[src/rtl/rls_pkg.sv]
package rls_pkg;
    localparam int LIST_W_DEF = 8;
    localparam int ADDR_W_DEF = 16;
    localparam int DATA_W_DEF = 16;
    localparam int STEP_DEF   = 2;

    typedef enum logic {
        ST_IDLE = 1'b0,
        ST_RUN  = 1'b1
    } rls_state_e;
endpackage

[src/rtl/rls_pick.sv]
module rls_pick #(
    parameter int W          = 8,
    parameter bit HIGH_FIRST = 1'b1,
    localparam int POS_W     = (W > 1) ? $clog2(W) : 1
) (
    input  logic [W-1:0]     vec_i,
    output logic             any_o,
    output logic [POS_W-1:0] pos_o,
    output logic [W-1:0]     hot_o
);
    assign any_o = |vec_i;
    assign hot_o = any_o ? (W'(1) << pos_o) : '0;

    generate
        if (HIGH_FIRST) begin : g_high
            always_comb begin
                pos_o = '0;
                for (int i = 0; i < W; i++) begin
                    if (vec_i[i]) pos_o = POS_W'(i);
                end
            end
        end else begin : g_low
            always_comb begin
                pos_o = '0;
                for (int i = W - 1; i >= 0; i--) begin
                    if (vec_i[i]) pos_o = POS_W'(i);
                end
            end
        end
    endgenerate
endmodule

[src/rtl/rls_lane.sv]
module rls_lane #(
    parameter int DATA_W    = 16,
    localparam int HALF_W   = DATA_W / 2
) (
    input  logic              word_i,
    input  logic [DATA_W-1:0] rf_rdata_i,
    input  logic [DATA_W-1:0] mem_rdata_i,
    output logic [DATA_W-1:0] mem_wdata_o,
    output logic [DATA_W-1:0] rf_wdata_o
);
    always_comb begin
        if (word_i) begin
            mem_wdata_o = rf_rdata_i;
            rf_wdata_o  = mem_rdata_i;
        end else begin
            mem_wdata_o = {{(DATA_W-HALF_W){1'b0}}, rf_rdata_i[HALF_W-1:0]};
            rf_wdata_o  = {{(DATA_W-HALF_W){1'b0}}, mem_rdata_i[HALF_W-1:0]};
        end
    end
endmodule

[src/rtl/rls_seq.sv]
module rls_seq
    import rls_pkg::*;
#(
    parameter int LIST_W   = LIST_W_DEF,
    parameter int ADDR_W   = ADDR_W_DEF,
    parameter int DATA_W   = DATA_W_DEF,
    parameter int STEP     = STEP_DEF,
    localparam int POS_W   = (LIST_W > 1) ? $clog2(LIST_W) : 1,
    localparam int REG_W   = POS_W + 1
) (
    input  logic              clk,
    input  logic              rst_n,
    input  logic              start_i,
    input  logic              pop_i,
    input  logic              word_i,
    input  logic              bank_i,
    input  logic [LIST_W-1:0] mask_i,
    input  logic [ADDR_W-1:0] sp_i,
    output logic [ADDR_W-1:0] mem_addr_o,
    output logic [DATA_W-1:0] mem_wdata_o,
    output logic              mem_we_o,
    output logic              mem_re_o,
    input  logic [DATA_W-1:0] mem_rdata_i,
    output logic [REG_W-1:0]  rf_idx_o,
    output logic              rf_word_o,
    input  logic [DATA_W-1:0] rf_rdata_i,
    output logic [DATA_W-1:0] rf_wdata_o,
    output logic              rf_we_o,
    output logic [ADDR_W-1:0] sp_o,
    output logic              done_o,
    output logic              busy_o
);
    localparam logic [ADDR_W-1:0] STEP_V = ADDR_W'(STEP);

    typedef struct packed {
        rls_state_e        st;
        logic [LIST_W-1:0] rem;
        logic [ADDR_W-1:0] sp;
        logic              pop;
        logic              word;
        logic              bank;
        logic              done;
        logic [ADDR_W-1:0] sp_out;
    } ctl_t;

    ctl_t ctl_d, ctl_q;

    logic              hi_any, lo_any;
    logic [POS_W-1:0]  hi_pos, lo_pos;
    logic [LIST_W-1:0] hi_hot, lo_hot;
    logic [POS_W-1:0]  sel_pos;
    logic [LIST_W-1:0] sel_hot;
    logic              run;
    logic [DATA_W-1:0] lane_mem_wdata, lane_rf_wdata;

    // Save walks downward, restore walks upward
    rls_pick #(.W(LIST_W), .HIGH_FIRST(1'b1)) u_pick_hi (
        .vec_i (ctl_q.rem),
        .any_o (hi_any),
        .pos_o (hi_pos),
        .hot_o (hi_hot)
    );

    rls_pick #(.W(LIST_W), .HIGH_FIRST(1'b0)) u_pick_lo (
        .vec_i (ctl_q.rem),
        .any_o (lo_any),
        .pos_o (lo_pos),
        .hot_o (lo_hot)
    );

    rls_lane #(.DATA_W(DATA_W)) u_lane (
        .word_i      (ctl_q.word),
        .rf_rdata_i  (rf_rdata_i),
        .mem_rdata_i (mem_rdata_i),
        .mem_wdata_o (lane_mem_wdata),
        .rf_wdata_o  (lane_rf_wdata)
    );

    assign sel_pos = ctl_q.pop ? lo_pos : hi_pos;
    assign sel_hot = ctl_q.pop ? lo_hot : hi_hot;
    assign run     = (ctl_q.st == ST_RUN) && (ctl_q.pop ? lo_any : hi_any);

    // Next-state computation
    always_comb begin
        logic [LIST_W-1:0] rem_nx;
        ctl_d      = ctl_q;
        ctl_d.done = 1'b0;
        rem_nx     = ctl_q.rem & ~sel_hot;
        case (ctl_q.st)
            ST_IDLE: begin
                if (start_i) begin
                    ctl_d.pop  = pop_i;
                    ctl_d.word = word_i;
                    ctl_d.bank = bank_i;
                    ctl_d.sp   = sp_i;
                    ctl_d.rem  = mask_i;
                    if (mask_i == '0) begin
                        ctl_d.done   = 1'b1;
                        ctl_d.sp_out = sp_i;
                    end else begin
                        ctl_d.st = ST_RUN;
                    end
                end
            end
            ST_RUN: begin
                ctl_d.rem = rem_nx;
                ctl_d.sp  = ctl_q.pop ? (ctl_q.sp + STEP_V) : (ctl_q.sp - STEP_V);
                if (rem_nx == '0) begin
                    ctl_d.st     = ST_IDLE;
                    ctl_d.done   = 1'b1;
                    ctl_d.sp_out = ctl_d.sp;
                end
            end
            default: ctl_d.st = ST_IDLE;
        endcase
    end

    always_ff @(posedge clk or negedge rst_n) begin
        if (!rst_n) begin
            ctl_q <= '{st: ST_IDLE, default: '0};
        end else begin
            ctl_q <= ctl_d;
        end
    end

    // Transaction outputs
    always_comb begin
        mem_addr_o  = ctl_q.pop ? ctl_q.sp : (ctl_q.sp - STEP_V);
        mem_wdata_o = lane_mem_wdata;
        rf_wdata_o  = lane_rf_wdata;
        mem_we_o    = run && !ctl_q.pop;
        mem_re_o    = run &&  ctl_q.pop;
        rf_we_o     = run &&  ctl_q.pop;
        rf_idx_o    = {ctl_q.bank, sel_pos};
        rf_word_o   = ctl_q.word;
    end

    assign sp_o   = ctl_q.sp_out;
    assign done_o = ctl_q.done;
    assign busy_o = (ctl_q.st == ST_RUN);
endmodule

[config.mk]
export PLATFORM = sky130hd
export DESIGN_NAME = rls_seq
export DESIGN_NICKNAME = d
export VERILOG_FILES = /design/src/rtl/rls_pkg.sv /design/src/rtl/rls_pick.sv /design/src/rtl/rls_lane.sv /design/src/rtl/rls_seq.sv
export SDC_FILE = /design/constraint.sdc
export NUM_CORES = 1
export LEC_CHECK = 0
export ABC_AREA = 1
export BUFFER_PORTS_ARGS = -buffer_cell sky130_fd_sc_hd__buf_2
export CORE_MARGIN = 2
export CORE_UTILIZATION = 40
export CTS_CLUSTER_SIZE = 30
export DETAILED_ROUTE_END_ITERATION = 8
export GPL_ROUTABILITY_DRIVEN = 0
export PLACE_DENSITY = 0.67
export SLEW_MARGIN = 20
export SYNTH_ARGS = -nofsm -noshare
export SYNTH_HDL_FRONTEND = slang
export SYNTH_HIERARCHICAL = 1
export SYNTH_SLANG_ARGS = --single-unit
[constraint.sdc]
create_clock -name clk -period 2 [get_ports clk]
set_clock_uncertainty 0.2 [all_clocks]
set_input_delay 0 -clock clk [delete_from_list [all_inputs] [get_ports clk]]
set_output_delay 0 -clock clk [all_outputs]
set_load 0.05 [all_outputs]
### Word level (Yosys, flattened, before mapping)

Index checks and enable logic that the tools add are counted.

* memory bits (read-only): 0
* latch bits: 0
* input bits: 62
* register bits after elaboration: 45
* RAM bits: 0
* memories kept: 0

* shift operators: 2
* eq/ne operators: 3
* div/mod/pow operators: 0
* $mul: 0
* magnitude comparators: 0
* muxes and demuxes: 30
* add/sub/neg operators: 2
* bitwise gates (word level): 3
* reductions and logical operators: 9

Operators by type and width (count)
* $mux 16: 4
* $pmux 25 s2: 1
* $mux 45: 1
* $mux 3: 13
* $mux 17: 2
* $pmux 17 s2: 1
* $mux 8: 3
* $add 16x2->16 const B: 1
* $logic_not 8->1: 2
* $shl 1x3->8 const A: 2
* $sub 16x2->16 const B: 1
* $and 8x8->8: 1
* $not 8->8: 1
* $reduce_or 8->1: 1
* $mux 2: 2
* $ne 2x2->1 const B: 2
* $logic_and 1x1->1: 3
* $mux 1: 3
* $reduce_and 3->1: 1
* $ne 2x1->1 const B: 1
* $reduce_and 2->1: 1
* $logic_not 1->1: 1
* $not 1->1: 1

### Depth between registers and ports, before layout

* depth in word-level cells: 16
* mapped depth: 19

### Modules after synthesis

Netlist, hierarchy kept.

Modules (own cells, without submodules)
* rls_seq: cells each 514, area an instance 3325.7 µm², times used 1
* rls_lane: cells each 50, area an instance 284.0 µm², times used 1
* rls_pick (u_pick_lo): cells each 40, area an instance 235.2 µm², times used 1
* rls_pick (u_pick_hi): cells each 34, area an instance 166.4 µm², times used 1

### Worst setup path before layout

No wires, ideal clock.

* path type: register to output
* start point: register ctl_q[19] in the netlist's numbering
* end point: output port mem_addr_o[10]
* setup slack: -0.272 ns
* data required time: 1.800 ns
* cell stages (with the launch flop): 7
* arrival: 2.072 ns
* cells stage by stage: dfrtp_1 buf_6 inv_6 buf_6 buf_2 buf_2 o21ai_0

* cells in the longest elaborated chain, start to end: 1

RTL lines
* from (decl): line rls_seq.sv:46 `ctl_t ctl_d, ctl_q;`
* from (signal assigned): line rls_seq.sv:122 `ctl_q <= ctl_d;`
* $mux 16: line rls_seq.sv:128 `mem_addr_o = ctl_q.pop ? ctl_q.sp : (ctl_q.sp - STEP_V);`
* to (decl): line rls_seq.sv:19 `output logic [ADDR_W-1:0] mem_addr_o,`

No other way between the ends.

### Worst setup path after layout

* start point: register ctl_q[41] in the netlist's numbering
* end point: register ctl_q, in the netlist sp_o[11]

* cells in the longest elaborated chain, start to end: 14
* elaborated cells between the ends (all ways): 20
* classes of those cells: eq/ne: 1; shift: 2; mux: 12; bitwise: 2; reduce/logical: 3

RTL lines
* $mux 3 (6 in a row): line rls_pick.sv:26 `if (vec_i[i]) pos_o = POS_W'(i);`
* net lo_pos[1]: line rls_seq.sv:49 `logic [POS_W-1:0] hi_pos, lo_pos;`
* $shl 1x3->8: line rls_pick.sv:12 `assign hot_o = any_o ? (W'(1) << pos_o) : '0;`
* $mux 8: line rls_pick.sv:12
* net lo_hot[6]: line rls_seq.sv:50 `logic [LIST_W-1:0] hi_hot, lo_hot;`
* $mux 8: line rls_seq.sv:80 `assign sel_hot = ctl_q.pop ? lo_hot : hi_hot;`
* $not 8->8: line rls_seq.sv:88 `rem_nx = ctl_q.rem & ~sel_hot;`
* $and 8x8->8: line rls_seq.sv:88
* $logic_not 8->1: line rls_seq.sv:108 `if (rem_nx == '0) begin`
* $ne 2x1->1 (no line)
* $reduce_and 3->1 (no line)

The timed path passes the listed nets, and every way through them passes these cells.
A chain may end at the register's enable or synchronous reset.

==> qor.txt <==
first-pass GRT wire length = 21210 µm
clock sinks = 45
Cells after Synth = 638
Critical Path Sink Type = flop
wire per inst = 14.51 µm
Setup-failing EPs final = 22
Net Sw Frac = 0.5772
max_slew headroom = 0.5890
footprint of the multi-input gates = 2430 µm²
Ports = 136
Die Span X = 104.1 µm
measured slew at the worst slew-check pin = 616.4 ps
Die Span Y = 104.1 µm
crit share post-route = 1.148
clock share of power = 0.077
syn nets = 704
final hold vios = 0
Pint = 0.004651 W
Synth Register Bits = 45
most common cell in the synthesized netlist = nand2_1
Highest Clock Rate = 435.7 MHz
Hold Path Origin = rf_rdata_i[13]
initial core utilization = 0.4104
vias in the first global route = 4596
min Tclk post-route = 2295 ps
crit path from = ctl_q[41]
die area = 10850 µm²
Leak Pwr = 3.085 nW
FP Rows = 36
CTS clk-pin slew, worst paths = 100 ps
Worst Hold Class = in2out
Port Buf Inserts = 103
Reg2Reg Setup Slack = -300 ps
Most used DFF post-synth = dfrtp_1
WP data arrival = 2300 ps
post-layout instance area = 5799 µm²
MaxCap Viol Count = 0
mean post-synth cell area = 6.287 µm²
drt pass-1 iters = 5
final WL = 13540 µm
Storage cell area = 1141 µm²
synth top area cells = dfrtp_1 (28%), nand2_1 (20%), nand3_1 (11%)
Worst Setup Slack, final = -295.2 ps
Final Net Count = 865
RR Startpoint = ctl_q[41]
area share of the largest cell type after synthesis = 0.2807
status = complete, but fails checks
yosys synthesis warning count = 6
fin. max-slew vios = 0
CTS tree = built
CP max FO = 6
async set-reset flop share out of synthesis = 1.000
violated checks = setup timing
Num CTS Buffers = 5
RSZ-0062 raised after global routing = yes
initial DRC count = 266
initial antenna violation count = 0
antenna-violating nets left = 0
# H-tree levels = 2
VDD IR-drop max = 1.353 mV
Total GRT Usage = 0.2376
EDFF count, synth = 0
Critical Path RT = 2000 ps
core area = 9774 µm²
Post-Synthesis Cell Area = 4011 µm²
largest net degree at the start of global routing = 31
layout cell share with drive strength beyond 1 = 0.3863
synth-to-layout area growth = 44.57%
Comb power frac = 0.751
Post-synth top cells = nand2_1 (215), nand3_1 (86), inv_1 (61)
Fill cells = 874
Residual DRC = 0
via count = 4732
Worst-Skew Late Latency = 310 ps
Seq/Total Area, Yosys = 0.2807
Finished Core Util = 0.5933
Clk Tree Root Cell = clkbuf_8
placed cell areas = 4606 µm²
Seq pwr share = 0.172
global route total overflow = 0
Fin Hold WS = 172.8 ps
Setup CP Type = reg2reg
post-synthesis cell type count = 35
crit start category = flop
Yosys top cell by area = dfrtp_1
n_diodes = 0
PwrDens = 1897 nW/µm²
post-DP HPWL = 9402 µm
switching pwr = 0.006349 W
clock buffer depth = 2
DR vias/cell = 5.072
setup TNS = -4806 ps
==> metal layers <==
layer | track usage | part of all wire | vias to the layer above
met3 | 0.03321 | 0.063 | 30
met4 | 0.08687 | 0.027 | 0
met5 | 0 | 0 | -
met1 | 0.2700 | 0.38 | 2206
li1 | - | - | 2295
met2 | 0.4488 | 0.53 | 201
==> sequential cells by signal, indices dropped and copies added, names as in the netlist <==
signal     count
busy_o         1
ctl_q         25
done_o         1
rf_idx_o       1
rf_word_o      1
sp_o          16
==> power groups by stage <==
stage                     combinational (W)  sequential [W]  clock, W
after floorplan                     0.00554         0.00163         0
after global placement              0.00675         0.00182         0
after detailed placement            0.00684         0.00184         0
after CTS                           0.00747         0.00185  0.000857
after global routing                0.00883         0.00194  0.000893
final                               0.00826         0.00189  0.000849
==> path summary, 6_finish.rpt <==
kind	to	depth (start not counted)
worst max-delay path	sp_o[11]	15
worst min-delay path	mem_wdata_o[13]	4
worst min register to register	sp_o[3]	2
max in group asynchronous	sp_o[14]	4
worst max register to register	sp_o[11]	15
min in group asynchronous	ctl_q[35]	3
==> critical path, cell delays in order (launching register included) <==
cell and delay [ps]:
dfrtp_2 490, nor2_4 160, o21ai_1 100, nand3_2 90, nand2_4 80, inv_4 70
nand2_2 50, nor2_1 80, nand2_1 70, nand3_2 100, nand2_2 70, nor2_4 160
nand3_4 150, buf_6 180, nand3_2 60, nand3_2 60
==> per-stage QoR <==
stage / power (W) / instances / setup slack, ps
2_1_floorplan: 0.007168 / 638 / -272.1
3_3_place_gp: 0.008572 / 853 / -248.9
3_5_place_dp: 0.008684 / 853 / -311.7
4_1_cts: 0.01017 / 918 / -201.6
5_1_grt: 0.01167 / 933 / -408.6
6_report: 0.01100 / 933 / -295.2
==> cell usage in the layout, fill, tap and decap left out, types with 9 or more instances in the layout <==
cell	netlist	final
buf_2	9	87
buf_4	35	69
buf_6	6	14
dfrtp_1	45	33
dfrtp_2	0	12
dlygate4sd3_1	0	47
inv_1	61	52
inv_2	10	15
nand2_1	215	199
nand2_2	15	29
nand3_1	86	66
nand3_2	7	24
nor2_1	52	37
nor2_2	6	13
nor2_4	1	9
o211ai_1	10	10
o21ai_0	26	21
==> repair_timing <==
action	4_1_cts	5_1_grt
endpoints found under the hold margin	105	0
gates resized for setup	52	84
setup endpoints to repair	34	45
buffers inserted	9	16
pin swaps	14	25
gates cloned	0	0
hold buffers	48	0
==> cells by family (layout without fill, tap and decap cells) <==
kind of cell / after synthesis / in the layout / share of synthesized area
AO/OA/AOI/OAI: 45 / 45 / 0.06425
flip-flops: 45 / 45 / 0.2807
buffers and inverters: 139 / 301 / 0.1859
AND/OR/NAND/NOR: 403 / 403 / 0.4523
XOR/XNOR: 2 / 2 / 0.004368
adder cells (fa/ha/maj): 4 / 4 / 0.01248
==> layout make-up <==
cell class / count / area share
inverter: 73 / 0.05221
tap: 133 / 0.02869
sequential: 45 / 0.1968
clock buffer: 5 / 0.01187
clock inverter: 3 / 0.01187
multi-input combinational: 454 / 0.4190
timing repair buffer: 220 / 0.2796
(Power assumes the default switching activity.)
